`config.mk`:
```
export PLATFORM = sky130hd
export DESIGN_NAME = prf_guarded_commit
export DESIGN_NICKNAME = d
export VERILOG_FILES = /design/src/rtl/prf_pkg.sv /design/src/rtl/prf_cmp_unit.sv /design/src/rtl/prf_bank.sv /design/src/rtl/prf_issue_gate.sv /design/src/rtl/prf_guarded_commit.sv
export SDC_FILE = /design/constraint.sdc
export NUM_CORES = 1
export LEC_CHECK = 0
export BUFFER_PORTS_ARGS = -buffer_cell sky130_fd_sc_hd__buf_2
export CELL_PAD_IN_SITES_DETAIL_PLACEMENT = 0
export CELL_PAD_IN_SITES_GLOBAL_PLACEMENT = 1
export CORE_MARGIN = 2
export CORE_UTILIZATION = 44
export DETAILED_ROUTE_END_ITERATION = 16
export HOLD_SLACK_MARGIN = 0.1
export PLACE_DENSITY_LB_ADDON = 0.2
export SLEW_MARGIN = 10
export SYNTH_ARGS = -nofsm -noshare
export SYNTH_HDL_FRONTEND = slang
export SYNTH_SLANG_ARGS = --single-unit
```
`constraint.sdc`:
```
create_clock -name clk -period 3.2 [get_ports clk]
set_input_delay 0.32 -clock clk [delete_from_list [all_inputs] [get_ports clk]]
set_output_delay 0.32 -clock clk [all_outputs]
set_load 0.05 [all_outputs]
```
`src/rtl/prf_pkg.sv`:
```
package prf_pkg;
  typedef enum logic [1:0] {
    COND_EQ  = 2'd0,
    COND_NE  = 2'd1,
    COND_SLT = 2'd2,
    COND_ULT = 2'd3
  } cond_e;
endpackage

```
`src/rtl/prf_cmp_unit.sv`:
```
module prf_cmp_unit #(
  parameter int DW = 64
) (
  input  logic [1:0]    cond,
  input  logic [DW-1:0] a,
  input  logic [DW-1:0] b,
  output logic          outcome
);
  import prf_pkg::*;
  cond_e c;
  always_comb begin
    c = cond_e'(cond);
    unique case (c)
      COND_EQ:  outcome = (a == b);
      COND_NE:  outcome = (a != b);
      COND_SLT: outcome = ($signed(a) < $signed(b));
      default:  outcome = (a < b);
    endcase
  end
endmodule

```
`src/rtl/prf_bank.sv`:
```
module prf_bank #(
  parameter int NP = 64,
  parameter int NR = 2,
  localparam int IW = $clog2(NP)
) (
  input  logic               clk,
  input  logic               rst,
  input  logic               we,
  input  logic [IW-1:0]      wa_t,
  input  logic [IW-1:0]      wa_f,
  input  logic               wd,
  input  logic [NR*IW-1:0]   ra,
  output logic [NR-1:0]      rd
);
  logic [NP-1:0] q;

  // Bit 0 is loaded with 1 on reset and never written afterwards.
  always_ff @(posedge clk) begin
    if (rst) begin
      q <= {{(NP-1){1'b0}}, 1'b1};
    end else if (we) begin
      if (wa_t != '0) q[wa_t] <= wd;
      if (wa_f != '0) q[wa_f] <= ~wd;
    end
  end

  for (genvar k = 0; k < NR; k++) begin : g_rd
    assign rd[k] = q[ra[k*IW +: IW]];
  end

  assert_pair_complement_R3: assert property (@(posedge clk) disable iff (rst)
    (we && wa_t != '0 && wa_f != '0 && wa_t != wa_f) |=> (q[$past(wa_t)] != q[$past(wa_f)]));
  assert_hold_without_write_R6: assert property (@(posedge clk) disable iff (rst)
    !we |=> $stable(q));
  assert_zero_entry_R2: assert property (@(posedge clk) disable iff (rst)
    we |=> q[0]);
endmodule

```
`src/rtl/prf_issue_gate.sv`:
```
module prf_issue_gate #(
  parameter int NP = 64,
  localparam int IW = $clog2(NP)
) (
  input  logic          clk,
  input  logic          rst,
  input  logic          valid,
  input  logic [IW-1:0] pidx,
  input  logic          bank_val,
  input  logic          byp_en,
  input  logic [IW-1:0] byp_t,
  input  logic [IW-1:0] byp_f,
  input  logic          byp_res,
  output logic          wb
);
  logic pred;

  always_comb begin
    pred = bank_val;
    if (pidx == '0)                   pred = 1'b1;
    else if (byp_en && pidx == byp_t) pred = byp_res;
    else if (byp_en && pidx == byp_f) pred = ~byp_res;
  end

  always_ff @(posedge clk) begin
    if (rst) wb <= 1'b0;
    else     wb <= valid & pred;
  end

  assert_discard_off_R5: assert property (@(posedge clk) disable iff (rst)
    (valid && !pred) |=> !wb);
  assert_always_true_R2: assert property (@(posedge clk) disable iff (rst)
    (valid && pidx == '0) |=> wb);
  assert_idle_quiet_R5: assert property (@(posedge clk) disable iff (rst)
    !valid |=> !wb);
endmodule

```
`src/rtl/prf_guarded_commit.sv`:
```
module prf_guarded_commit #(
  parameter int NP = 64,
  parameter int DW = 64,
  parameter int NS = 2,
  localparam int IW = $clog2(NP)
) (
  input  logic             clk,
  input  logic             rst,
  input  logic             cmp_valid,
  input  logic [1:0]       cmp_cond,
  input  logic [DW-1:0]    cmp_a,
  input  logic [DW-1:0]    cmp_b,
  input  logic [IW-1:0]    cmp_tgt_t,
  input  logic [IW-1:0]    cmp_tgt_f,
  input  logic [NS-1:0]    iss_valid,
  input  logic [NS*IW-1:0] iss_pidx,
  output logic [NS-1:0]    wb_en,
  output logic             cmp_illegal
);
  logic          outcome;
  logic          st_vld, st_ill, st_res;
  logic [IW-1:0] st_t, st_f;
  logic          bank_we;
  logic [NS-1:0] bank_rd;

  prf_cmp_unit #(.DW(DW)) u_cmp (
    .cond(cmp_cond), .a(cmp_a), .b(cmp_b), .outcome(outcome)
  );

  // Result stage: holds the compare for one cycle, feeds bank and bypass.
  always_ff @(posedge clk) begin
    if (rst) begin
      st_vld <= 1'b0;
      st_ill <= 1'b0;
      st_res <= 1'b0;
      st_t   <= '0;
      st_f   <= '0;
    end else begin
      st_vld <= cmp_valid;
      st_ill <= cmp_valid && (cmp_tgt_t == cmp_tgt_f);
      st_res <= outcome;
      st_t   <= cmp_tgt_t;
      st_f   <= cmp_tgt_f;
    end
  end

  assign bank_we     = st_vld & ~st_ill;
  assign cmp_illegal = st_ill;

  prf_bank #(.NP(NP), .NR(NS)) u_bank (
    .clk(clk), .rst(rst), .we(bank_we), .wa_t(st_t), .wa_f(st_f),
    .wd(st_res), .ra(iss_pidx), .rd(bank_rd)
  );

  for (genvar k = 0; k < NS; k++) begin : g_slot
    prf_issue_gate #(.NP(NP)) u_gate (
      .clk(clk), .rst(rst), .valid(iss_valid[k]), .pidx(iss_pidx[k*IW +: IW]),
      .bank_val(bank_rd[k]), .byp_en(bank_we), .byp_t(st_t), .byp_f(st_f),
      .byp_res(st_res), .wb(wb_en[k])
    );
  end

  assert_same_target_blocked_R7: assert property (@(posedge clk) disable iff (rst)
    (cmp_valid && cmp_tgt_t == cmp_tgt_f) |=> (cmp_illegal && !bank_we));
  assert_legal_not_flagged_R7: assert property (@(posedge clk) disable iff (rst)
    (cmp_valid && cmp_tgt_t != cmp_tgt_f) |=> !cmp_illegal);
endmodule

```
Word-level counts from Yosys, hierarchy flattened
Index checks and enable logic that the tools add are counted.

Bits in latches: 0. Output and inout port bits: 3. ROM bits: 0. Memories: 0. Logic and storage cells: 63. Register bits: 81. Memory bits (writable): 0.

Bitwise logic cells: 5. $mul: 0. Reduce and logical (&&, ||, !) cells: 12. Div/mod/pow operators: 0. Shift-type cells: 0. Add/subtract/negate cells: 0. Equal/unequal tests: 9. Magnitude comparators: 8. Multiplexer cells: 21.

Operator list (count): 64-bit 2-to-1 mux (4); 64-bit bitwise mux (2); 64-bit < comparator (2); 64-bit equality test (1); 64-bit inequality test (1); 6-bit equality test (5); 6-bit by 7-bit < comparator with 1-bit output, second input constant (4); 1-bit binary-select mux with 6-bit select (2); 1-bit demux with 6-bit select (2); 6-bit by 1-bit greater-or-equal comparator with 1-bit output, second input constant (2); 6-bit zero test (2); 6-bit nonzero test (2); 1-bit 2-to-1 mux (10); 1-bit logical AND (7); 1-bit AND (3); 1-bit one-hot mux with 3 select lines (1); 2-bit by 1-bit equality test with 1-bit output, second input constant (1); 2-bit equality test, second input constant (1); 2-bit zero test (1); 1-bit inverter (2).

Longest topological paths before layout
Depth after elaboration: 10. Gate-level depth with buffers: 9. Mapped depth without buffers: 9.

Hierarchy
A second synthesis with hierarchy kept.

Cells, all modules: 1129. Area total of the unflattened synthesis: 8612.0 um^2.

Modules (own cells, without submodules): prf_bank (sequential area each 1281.2 um^2, area each 6068.3 um^2, times used 1, cells an instance 800); prf_cmp_unit (sequential area each 0.0 um^2, area each 1652.8 um^2, times used 1, cells an instance 238); prf_guarded_commit (sequential area each 300.3 um^2, area each 475.5 um^2, times used 1, cells an instance 39); prf_issue_gate (sequential area each 20.0 um^2, area each 207.7 um^2, times used 2, cells an instance 26).

Least setup slack after synthesis
Ideal clock, no wire load.

Path kind: input -> register. From: input iss_pidx[1]. To: register g_slot[0].u_gate.wb. Data arrival time: 2035 ps. Path buffers: 2. Stages on the path: 8. Path slack: 1039 ps. Cells stage by stage: buf_2 > buf_1 > mux4_2 > mux4_2 > mux2i_1 > nand3_1 > nand4b_1 > a31oi_1.

Word-level cells in the longest chain between the ends: 6. Elaborated cells between the ends (all ways): 11.

RTL lines: start, declared (line prf_guarded_commit.sv:16) `input logic [NS*IW-1:0] iss_pidx,`; 1-bit binary-select mux with 6-bit select or 6-bit equality test (tied branches) (line prf_bank.sv:28, prf_issue_gate.sv:22); 1-bit 2-to-1 mux (not written as such) or 1-bit logical AND (tied branches) (line prf_bank.sv:28, prf_issue_gate.sv:22); 1-bit 2-to-1 mux (line prf_issue_gate.sv:22) `else if (byp_en && pidx == byp_f) pred = ~byp_res;`; 1-bit 2-to-1 mux (line prf_issue_gate.sv:21) `else if (byp_en && pidx == byp_t) pred = byp_res;`; 1-bit 2-to-1 mux (*) (line prf_issue_gate.sv:20) `if (pidx == '0) pred = 1'b1;`; 1-bit AND (*) (line prf_issue_gate.sv:27) `else wb <= valid & pred;`; end signal, assigned (line prf_issue_gate.sv:27); end, declared (line prf_issue_gate.sv:14) `output logic wb`.

Every way passes the cells marked *; elsewhere a longest branch is shown, timed or not. The select of a mux whose other input is x is not followed. A chain may end at the register's enable or synchronous reset.

Final worst setup path
From: input iss_pidx[0]. To: register g_slot[0].u_gate.wb.

The elaborated chain is that of the path after synthesis.

==> run summary <==
Timing
• **final setup fails** 0
• **final number of max-transition violations** 0
• **time the final worst path needs with I/O delays and setup** 2.236 ns
• **hold slack final** 0.1442 ns
• **headroom to the max-slew limit** 47.72%
• **Total Negative Setup Slacks** 0 ns
• **pin slew with the least headroom to its limit** 0.7842 ns
• **fmax** 447.2 MHz
• **Clock Skews** 0.007198 ns
• **hold violation total from the final report** 0
• **RSZ-0062 raised after global routing** false
• **Final period util** 69.89%

Synthesis
• **fraction of the yosys area taken by sequential cells** 20.23%
• **Synthesized Nets** 1274
• **average instance area after synthesis** 7.625 um2
• **most used flip-flop cell after synthesis** dfxtp_1
• **number of synthesized flops with an enable pin** 0
• **number of distinct library cell variants in the gate-level netlist after synthesis** 49
• **number of warnings reported in the yosys synthesis log** 0
• **share of synthesized flip-flops with an asynchronous set or reset** 0%
• **cell count after synthesis** 1051
• **Seq cells post-synth** 81
• **Cell Area, Synth** 8014 um2

Global routing
• **global route total overflow** 0
• **pin count of the biggest net entering global routing** 61
• **first-pass GRT wire length** 42290 um
• **number of global-route vias before repair** 7884
• **global-route usage over all layers** 27.52%
• **number of antenna violations at the first check in global routing** 0

Floorplanning
• **vertical extent of the die** 139.0 um
• **horizontal die dimension** 139.0 um
• **core region area** 17900 um2
• **initial standard-cell utilization of the core** 44.77%
• **Boundary Pins** 162
• **placement row count** 49
• **die area** 19310 um2

Route
• **via density per instance** 6.143
• **number of vias after detailed routing** 8453
• **average wire per cell in the routed design** 19.53 um
• **number of routed nets with antenna violations** 0
• **violation count after the first detailed-route iteration** 873
• **DRT Wirelength** 26880 um
• **DRT Pass-1 Iters** 5
• **DRC violations left** 0

CTS
• **deepest clock path buffer count** 2
• **clock transition time at the flip-flop clock pins of the worst setup and hold paths** 0.07 ns
• **clock network latency to the later pin of the worst-skew pair** 0.36 ns
• **post-CTS setup buffers** 0
• **level count of the clock H-tree** 3
• **CTS tree** done
• **number of cells upsized or downsized after cts** 0
• **number of buffers inserted by hold repair at cts** 0
• **Num Clock Sinks** 81
• **clock buffer count from CTS** 9
• **Clk Tree Root Cell** clkbuf_16

Power and ir drop
• **VDD IR-drop max** 356.0 uV
• **pwr/cell area** 326.9 nW/um2
• **LEAKAGE** 3.652 nW

Status
• **run status** complete, no violations

Layout
• **share of post-route cells with drive strength above 1** 21.71%
• **number of nets in the layout** 1365
• **P&R area growth vs syn** 15.30%
• **commonest non-fill, non-tap cells in the layout** nand2_1, buf_2, a21oi_1, nor2_1, dfxtp_1
• **number of diodes added for antenna fixing** 0

Critical path
• **length in cells of the worst reg-to-reg path** 6
• **worst reg2reg startpoint** st_f[0]$_SDFF_PP0_
• **Worst EP required** 3.44 ns
• **Worst Setup SP** iss_pidx[0]
• **Worst EP arrival** 2.47 ns
• **critical path endpoint category** flop
• **worst setup path class** in2reg
• **kind of launch point of the worst setup path** input port
• **Worst Path Max Fanout** 19

Min path
• **worst hold-check path type** in2reg
• **Min-Delay Path Depth** 2
• **hold path startpoint** cmp_cond[1]

Place
• **Placer Congestion** 0.8855
• **detailed-placement wirelength estimate** 18630 um
• **PortBufs** 161

Job
• **count of maximum capacitance violations** 0

-- worst max-delay path, stage by stage --
cell and delay [ns]:
buf_2 0.51, mux4_2 0.61, mux4_2 0.48, mux2i_1 0.27
nand3_1 0.11, nand4b_1 0.11, a31oi_1 0.04
-- state kept, by name (all words and copies together) (netlist names) --
register / cells
cmp_illegal: 1
g_slot.u_gate.wb: 2
st_f: 6
st_res: 1
st_t: 6
st_vld: 1
u_bank.q: 64
-- cells by family after synthesis --
kind of cell	count (synthesis)	synth area share (%)
AO/OA/AOI/OAI	255	21.62
XOR/XNOR	32	3.497
adder cells (fa/ha/maj)	64	9.992
buffers and inverters	168	8.259
flip-flops	81	20.23
multiplexers	45	11.88
AND/OR/NAND/NOR	406	24.51
-- stage by stage --
step	cells	util [%]	setup WS, ns	total power [mW]	area, um2
4_1_cts	1376	51.61	0.9212	3.038	9240
6_report	1376	51.61	0.9636	3.020	9240
3_5_place_dp	1360	49.59	0.5447	1.747	8877
5_1_grt	1376	51.61	0.7026	3.157	9240
2_1_floorplan	1051	-	1.039	1.509	8014
3_3_place_gp	1360	49.59	0.6056	1.744	8877
-- report_power, final --
group / switching [mW] / internal [mW] / total, mW / leakage (nW)
Combinational: 0.390 / 0.263 / 0.653 / 2.83
Clock: 0.476 / 0.811 / 1.29 / 0.166
Sequential: 0.0573 / 1.02 / 1.08 / 0.657
-- synth_stat cells (all sizes together) (11+ instances only) --
| library cell | instances | area, um2 |
|---|---|---|
| nor4 | 59 | 369.1 |
| dfxtp | 81 | 1622 |
| a21oi | 89 | 445.4 |
| a211oi | 62 | 465.5 |
| clkbuf | 79 | 296.5 |
| nand4 | 12 | 75.07 |
| nor2b | 14 | 87.58 |
| nor2 | 80 | 300.3 |
| nand2 | 161 | 604.3 |
| xnor2 | 18 | 157.7 |
| xor2 | 14 | 122.6 |
| a311oi | 46 | 402.9 |
| buf | 20 | 106.4 |
| mux4 | 40 | 900.9 |
| nor3 | 18 | 90.09 |
| inv | 69 | 259.0 |
| ha | 64 | 800.8 |
| nand3 | 11 | 55.05 |
| o21ai | 19 | 95.09 |
-- final timing paths --
| check | endpoint | slack, ns |
|---|---|---|
| max | g_slot[0].u_gate.wb$_SDFF_PP0_ | 0.96 |
| min | st_res$_SDFF_PP0_ | 0.14 |
| max reg2reg | u_bank.q[31]$_SDFFE_PP0P_ | 1.06 |
| min reg2reg | u_bank.q[14]$_SDFFE_PP0P_ | 0.49 |
-- per-layer routing --
metal / wire, um / GRT usage (%) / vias to the layer above
met5: 0 / 0 / -
met4: 1607 / 15.42 / 0
met3: 2525 / 5.905 / 94
met2: 11620 / 42.70 / 463
met1: 11130 / 35.69 / 3795
li1: - / - / 4101
-- cell type report --
class	count	area, um2
Sequential cell	81	1625
Fill cell	1796	8662
Tap cell	229	286.5
Inverter	69	259.0
Timing Repair Buffer	179	965.9
Clock inverter	6	112.6
Multi-Input combinational cell	802	5741
Clock buffer	10	250.2
Note: power is estimated with default switching activity, not from simulation.
